[src/rtl/sram_emu_pkg.sv]
package sram_emu_pkg;

  typedef enum logic [1:0] {
    LANE_HIZ   = 2'd0,
    LANE_READ  = 2'd1,
    LANE_WRITE = 2'd2
  } lane_mode_e;

  // Per-lane decode of the active-low control pins; write takes precedence
  // over output enable, chip select over everything.
  function automatic lane_mode_e lane_mode(input logic cs_n, input logic we_n,
                                           input logic oe_n, input logic lane_n);
    lane_mode_e m;
    if (cs_n)        m = LANE_HIZ;
    else if (!we_n)  m = lane_n ? LANE_HIZ : LANE_WRITE;
    else if (oe_n)   m = LANE_HIZ;
    else             m = lane_n ? LANE_HIZ : LANE_READ;
    return m;
  endfunction

endpackage

[src/rtl/sram_pin_sync.sv]
module sram_pin_sync #(
  parameter int W = 8,
  parameter int STAGES = 2,
  parameter logic [W-1:0] RST_VAL = '0
) (
  input  logic         clk,
  input  logic         rst,
  input  logic [W-1:0] d_in,
  output logic [W-1:0] d_out
);

  logic [W-1:0] stg [STAGES];

  always_ff @(posedge clk) begin
    if (rst) begin
      for (int i = 0; i < STAGES; i++) stg[i] <= RST_VAL;
    end else begin
      stg[0] <= d_in;
      for (int i = 1; i < STAGES; i++) stg[i] <= stg[i-1];
    end
  end

  assign d_out = stg[STAGES-1];

endmodule

[src/rtl/sram_lane_decode.sv]
module sram_lane_decode
  import sram_emu_pkg::*;
#(
  parameter int LANES = 2
) (
  input  logic             cs_n,
  input  logic             we_n,
  input  logic             oe_n,
  input  logic [LANES-1:0] lane_n,
  output logic [LANES-1:0] lane_rd,
  output logic [LANES-1:0] lane_wr,
  output logic             wr_act
);

  assign wr_act = !cs_n && !we_n;

  for (genvar g = 0; g < LANES; g++) begin : g_lane
    lane_mode_e mode;
    assign mode       = lane_mode(cs_n, we_n, oe_n, lane_n[g]);
    assign lane_rd[g] = (mode == LANE_READ);
    assign lane_wr[g] = (mode == LANE_WRITE);
  end

endmodule

[src/rtl/sram_lane_bank.sv]
module sram_lane_bank #(
  parameter int ADDR_W = 8,
  parameter int LANE_W = 8
) (
  input  logic              clk,
  input  logic              rst,
  input  logic              wr_en,
  input  logic [ADDR_W-1:0] wr_addr,
  input  logic [LANE_W-1:0] wr_data,
  input  logic [ADDR_W-1:0] rd_addr,
  output logic [LANE_W-1:0] rd_data
);

  localparam int DEPTH = 1 << ADDR_W;

  logic [LANE_W-1:0] mem [DEPTH];
  logic [LANE_W-1:0] rd_raw;
  logic [LANE_W-1:0] fwd_data;
  logic              fwd_hit;

  // Plain write port plus registered read port: maps onto block RAM.
  always_ff @(posedge clk) begin
    if (wr_en) mem[wr_addr] <= wr_data;
    rd_raw <= mem[rd_addr];
  end

  // Same-sample write/read collision is served from a bypass register.
  always_ff @(posedge clk) begin
    if (rst) begin
      fwd_hit  <= 1'b0;
      fwd_data <= '0;
    end else begin
      fwd_hit  <= wr_en && (wr_addr == rd_addr);
      fwd_data <= wr_data;
    end
  end

  assign rd_data = fwd_hit ? fwd_data : rd_raw;


  fwd_collision_chk: assert property (@(posedge clk) disable iff (rst)
    (wr_en && (wr_addr == rd_addr)) |=> (rd_data == $past(wr_data)));

endmodule

[src/rtl/sram_pin_emu.sv]
module sram_pin_emu #(
  parameter int LANES       = 2,
  parameter int LANE_W      = 8,
  parameter int ADDR_W      = 8,
  parameter int SYNC_STAGES = 2
) (
  input  logic                    clk,
  input  logic                    rst,
  input  logic                    pin_cs_n,
  input  logic                    pin_we_n,
  input  logic                    pin_oe_n,
  input  logic [LANES-1:0]        pin_lane_n,
  input  logic [ADDR_W-1:0]       pin_addr,
  input  logic [LANES*LANE_W-1:0] pin_dq_in,
  input  logic [LANES-1:0]        pin_host_drv,
  output logic [LANES*LANE_W-1:0] dq_out,
  output logic [LANES-1:0]        dq_oe,
  output logic                    bus_clash
);

  localparam int DW    = LANES * LANE_W;
  localparam int CTL_W = 3 + LANES;
  localparam int PW    = CTL_W + ADDR_W + DW + LANES;
  localparam logic [PW-1:0] SYNC_RST = {{(PW-CTL_W){1'b0}}, {CTL_W{1'b1}}};
  localparam int A_LSB = CTL_W;
  localparam int D_LSB = A_LSB + ADDR_W;
  localparam int H_LSB = D_LSB + DW;

  logic [PW-1:0]     pins_raw;
  logic [PW-1:0]     pins_s;
  logic              cs_s, we_s, oe_s;
  logic [LANES-1:0]  lane_s;
  logic [ADDR_W-1:0] addr_s;
  logic [DW-1:0]     data_s;
  logic [LANES-1:0]  host_s;

  assign pins_raw = {pin_host_drv, pin_dq_in, pin_addr, pin_lane_n,
                     pin_oe_n, pin_we_n, pin_cs_n};

  sram_pin_sync #(.W(PW), .STAGES(SYNC_STAGES), .RST_VAL(SYNC_RST)) u_sync (
    .clk   (clk),
    .rst   (rst),
    .d_in  (pins_raw),
    .d_out (pins_s)
  );

  assign cs_s   = pins_s[0];
  assign we_s   = pins_s[1];
  assign oe_s   = pins_s[2];
  assign lane_s = pins_s[3 +: LANES];
  assign addr_s = pins_s[A_LSB +: ADDR_W];
  assign data_s = pins_s[D_LSB +: DW];
  assign host_s = pins_s[H_LSB +: LANES];

  logic [LANES-1:0] lane_rd;
  logic [LANES-1:0] lane_wr;
  logic             wr_act;

  sram_lane_decode #(.LANES(LANES)) u_dec (
    .cs_n    (cs_s),
    .we_n    (we_s),
    .oe_n    (oe_s),
    .lane_n  (lane_s),
    .lane_rd (lane_rd),
    .lane_wr (lane_wr),
    .wr_act  (wr_act)
  );

  // Write capture: refreshed on every sample of an active write, so the
  // values from the last sample before the terminating edge are kept.
  logic              wr_act_q;
  logic [LANES-1:0]  lat_en;
  logic [ADDR_W-1:0] lat_addr;
  logic [DW-1:0]     lat_data;
  logic              commit;

  always_ff @(posedge clk) begin
    if (rst) begin
      wr_act_q <= 1'b0;
      lat_en   <= '0;
      lat_addr <= '0;
      lat_data <= '0;
    end else begin
      wr_act_q <= wr_act;
      if (wr_act) begin
        lat_en   <= lane_wr;
        lat_addr <= addr_s;
        lat_data <= data_s;
      end
    end
  end

  assign commit = wr_act_q && !wr_act;

  logic [LANES-1:0] bank_we;

  for (genvar g = 0; g < LANES; g++) begin : g_bank
    assign bank_we[g] = commit && lat_en[g];
    sram_lane_bank #(.ADDR_W(ADDR_W), .LANE_W(LANE_W)) u_bank (
      .clk     (clk),
      .rst     (rst),
      .wr_en   (bank_we[g]),
      .wr_addr (lat_addr),
      .wr_data (lat_data[g*LANE_W +: LANE_W]),
      .rd_addr (addr_s),
      .rd_data (dq_out[g*LANE_W +: LANE_W])
    );


    lane_off_chk: assert property (@(posedge clk) disable iff (rst)
      $past(lane_s[g]) |-> !dq_oe[g]);
  end

  always_ff @(posedge clk) begin
    if (rst) begin
      dq_oe     <= '0;
      bus_clash <= 1'b0;
    end else begin
      dq_oe     <= lane_rd;
      bus_clash <= |(lane_rd & host_s);
    end
  end


  deselect_hiz_chk: assert property (@(posedge clk) disable iff (rst)
    $past(cs_s) |-> (dq_oe == '0));


  out_disable_chk: assert property (@(posedge clk) disable iff (rst)
    $past(!cs_s && we_s && oe_s) |-> (dq_oe == '0));


  write_hiz_chk: assert property (@(posedge clk) disable iff (rst)
    $past(!cs_s && !we_s) |-> (dq_oe == '0));


  commit_edge_chk: assert property (@(posedge clk) disable iff (rst)
    (|bank_we) |-> ((cs_s || we_s) && $past(!cs_s && !we_s)));


  clash_src_chk: assert property (@(posedge clk) disable iff (rst)
    bus_clash |-> ((|dq_oe) && $past(|host_s)));

endmodule

[config.mk]
export PLATFORM = sky130hd
export DESIGN_NAME = sram_pin_emu
export DESIGN_NICKNAME = d
export VERILOG_FILES = /design/src/rtl/sram_emu_pkg.sv /design/src/rtl/sram_pin_sync.sv /design/src/rtl/sram_lane_decode.sv /design/src/rtl/sram_lane_bank.sv /design/src/rtl/sram_pin_emu.sv
export SDC_FILE = /design/constraint.sdc
export NUM_CORES = 2
export LEC_CHECK = 0
export BUFFER_PORTS_ARGS = -buffer_cell sky130_fd_sc_hd__buf_2
export CAP_MARGIN = 20
export CORE_MARGIN = 1.5
export CORE_UTILIZATION = 56
export CTS_CLUSTER_DIAMETER = 120
export CTS_CLUSTER_SIZE = 25
export DETAILED_ROUTE_END_ITERATION = 7
export PLACE_DENSITY_LB_ADDON = 0.25
export SLEW_MARGIN = 20
export SYNTH_ARGS = -nofsm -noshare
export SYNTH_HDL_FRONTEND = slang
export SYNTH_MEMORY_MAX_BITS = 65536
export SYNTH_SLANG_ARGS = --single-unit
[constraint.sdc]
create_clock -name clk -period 5.7 [get_ports clk]
set_input_delay 0.57 -clock clk [delete_from_list [all_inputs] [get_ports clk]]
set_output_delay 0.57 -clock clk [all_outputs]
set_load 0.01 [all_outputs]
==> results.md <==
- Antenna-violating nets left: 0
- Most frequent cell after synthesis: edfxtp_1
- Worst path most repeated cell: nor2b_1
- RSZ-0062 raised after global routing: no
- Buf+Inv Stages, Crit Path: 0
- CP endpoint kind: flop
- Drt drc: 0
- Die area: between 200000 and 300000 sq um
- GR Overflow Total: 0
- Pre-antenna DRT Iters: 6
- Yosys top cell by area: edfxtp_1
- Worst slew pin tran: 1.27 ns
- Crit Path Max Fanout: 16
- Die W: approximately 540 microns
- Status: finished clean
- CP top delay family: simple AND/OR/NAND/NOR gates
- Core area: 291000 sq um
- Synth cell count leaders: edfxtp_1, mux4_2, nor2_1
- TritonCTS clock tree: yes
- Initial antenna violation count: 17
- Critical path arrival: about 5.6 ns
- Setup TNS: 0 ns
- Final Max Tran Viols: 0
- Wire length per cell: 33.6 microns
- Slew headroom: 0.151
- Io pins: 52
- Netlist Area Pre-Place: 164000 sq um
- FF-to-FF setup slack: between 0.6 and 0.7 ns
- Hold Path Class: input port to flop
- Routability cong.: roughly 0.88
- Total GRT Usage: 0.271
- Logic pwr share: 0.036
- Critical R2R Launch: lat_addr[5]
- Initial Util: 0.563
- Die height: between 500 and 600 microns
- Simple-gate share of the synthesized area: 0.0307
- Worst Reg-to-Reg Cells: 4
- Worst path max stage delay: about 1.1 ns
- Synthesis-stage register bit count: approximately 4200
- Worst VDD drop: 245 uV
- Ys Warns: 0
- Clock group share of total power: 0.303
- Critical path, cell by cell: nor2b_1 -> nor2b_1 -> nand3_1 -> nor2_1
- Pwr Density: a little under 300 nW/um^2
- Maxcap violations: 0
- Nets: 7956
- Final setup fails: 0
- Unique cell type count in the Yosys netlist: 65
- Post-cts resize count: 0
- DPL Wire Length: ~240000 microns
- Seq pwr share: 0.661
- Crit path to: g_bank[1].u_bank.mem[234][5]
- Largest net degree at the start of global routing: between 200 and 250
- Share of layout cells above drive strength 1: 0.177
- Area added between synthesis and finish: 5.86%
- Sequential cell area fraction in the yosys report: 0.766
- CP Depth: 4
- Final hold vios: 0
- Synth Area in Adders: 0
- Root Driver: clkbuf_16
- Lkg Pwr: 46.9 nW
- Port buffer count: a little over 50
- Site Rows: roughly 200
- Clk_lat worst skew: about 0.92 ns
- Synth top area cells: edfxtp_1, mux4_2, mux2i_1
- Avg Cell Area, Syn: 20.6 sq um
- Multi-input gate area: approximately 35000 sq um
- Worst Hold Margin: approximately 0.37 ns
- Detailed-route via count: approximately 80000
- Startpoint type of the worst setup path: flop
- Layout fillers: 20200
- Syn_nets: 8005
- Synth Flop Type: edfxtp_1
- Clk slew on worst S/H paths: ~0.10 ns
- Critical path's slowest cell: nor2_1
- Critical setup path kind: flop to flop
- XOR/XNOR Fraction of Synth Area: 0.000427
- Postcts setup bufs: 0
- Post-synth EDFFs: 4096
- Synth Instances: roughly 8000
- Crit path from: lat_addr[5]
- Hold-fix buffers, CTS: 36
- Synth top area share: 0.750
- Overall power: 0.0510 W
- Internal power: 0.0407 W
- Via density: approximately 6.7
- First DRT Iteration DRCs: ~11000
- Hold path cells: 3
- Vias in the first global route: 78400
- Switching power: 0.0104 W
- Sequential cell area: 126000 sq um
- Mux contribution to synthesized area: 0.154
- CTS Buf Count: between 150 and 200
- Main combinational cell family by area after synthesis: multiplexers
- Ys async rst share: 0
- Clock skew: between 0.05 and 0.06 ns
- Reg2reg end: g_bank[1].u_bank.mem[234][5]
- Sink Count: 4222
- Fmax: roughly 200 MHz
- Period utilisation layout: 0.890
- Switching Fraction: 0.203
- # H-tree levels: 4
- First-pass GRT wire length: between 500000 and 600000 microns
- Max clock buf depth: 4
- Post-synthesis compound-gate area fraction: 0.0289
- Routed wire length: approximately 400000 microns
- Tmin final: between 5 and 6 ns
- CP required: about 6.2 ns
## cell families after synthesis
family,Yosys count
AO/OA/AOI/OAI,673
XOR/XNOR,8
buffers and inverters,512
flip-flops,4222
multiplexers,1431
AND/OR/NAND/NOR,1126
## per-layer routing
| layer | wire (microns) | track usage | part of all wire | vias to the layer above |
|---|---|---|---|---|
| met5 | 39 | 0 | 0.000097 | - |
| met4 | 15500 | 0.0934 | 0.039 | 6 |
| li1 | - | - | - | 32500 |
| met2 | 191000 | 0.427 | 0.48 | 4286 |
| met1 | 155000 | 0.392 | 0.39 | 42100 |
| met3 | 37900 | 0.0413 | 0.095 | 638 |
## worst min-delay path by stage
stage	slack [ns]	end	start
after floorplan	0.39	u_sync.stg[0][31]	u_sync.stg[0][0]
after global placement	0.40	u_sync.stg[0][34]	u_sync.stg[0][3]
after detailed placement	0.40	u_sync.stg[0][32]	u_sync.stg[0][1]
after CTS	0.32	u_sync.stg[0][3]	pin_lane_n[0]
after global routing	0.36	u_sync.stg[0][1]	pin_we_n
final	0.37	u_sync.stg[0][2]	pin_oe_n
## flip-flops by register name, indices dropped and copies added (netlist names)
signal and flops:
u_sync.stg 62, lat_data 16, g_bank.u_bank.fwd_hit 2, g_bank.u_bank.rd_raw 16, dq_oe 2, lat_en 2, g_bank.u_bank.fwd_data 16, wr_act_q 1
lat_addr 8, g_bank.u_bank.mem 4096, bus_clash 1
## worst register-to-register path: stages (launching register included)
cell and delay [ns]:
dfxtp_1 0.98, nor2b_1 0.96, nor2b_1 0.67, nand3_1 0.93, nor2_1 1.15
## layout by cell type (no fill, tap or decap), types with 39 or more instances in the layout
| cell | synthesis | final |
|---|---|---|
| clkbuf_1 | 235 | 52 |
| dfxtp_1 | 126 | 105 |
| edfxtp_1 | 4096 | 4096 |
| o21ai_0 | 56 | 56 |
| o221ai_1 | 150 | 150 |
| a211oi_1 | 39 | 39 |
| nor3_1 | 103 | 102 |
| nand2_1 | 119 | 110 |
| clkbuf_16 | 0 | 196 |
| a21oi_1 | 134 | 134 |
| buf_4 | 22 | 129 |
| nor2b_1 | 87 | 86 |
| buf_12 | 25 | 42 |
| mux2i_1 | 533 | 533 |
| o22ai_1 | 150 | 150 |
| nor2_1 | 647 | 644 |
| mux4_2 | 874 | 874 |
| buf_2 | 85 | 51 |
## layout make-up
class	instances	area share
Antenna cell	15	0.000216
Multi-Input combinational cell	3238	0.204
Inverter	10	0.000274
Timing Repair Buffer	260	0.0143
Clock buffer	248	0.0294
Sequential cell	4222	0.724
Tap cell	3900	0.0281
Clock inverter	6	0.000433
## stage by stage
stage               setup WS (ns)  cells  cell area [sq um]  utilization
detailed placement          0.896  11600             168000        0.577
finish                      0.624  11900             174000        0.596
floorplan                    1.45   7972             164000            -
global placement             1.09  11600             168000        0.577
CTS                         0.863  11900             173000        0.596
global route                0.890  11900             174000        0.596
## power groups by stage
| stage | clock, W | sequential [W] | combinational [W] |
|---|---|---|---|
| floorplan | 0 | 0.0344 | 0.00122 |
| global placement | 0 | 0.0344 | 0.00179 |
| detailed placement | 0 | 0.0344 | 0.00180 |
| CTS | 0.0156 | 0.0337 | 0.00182 |
| global route | 0.0165 | 0.0337 | 0.00191 |
| finish | 0.0155 | 0.0337 | 0.00183 |
No activity file was read; power rests on OpenSTA's default activity.
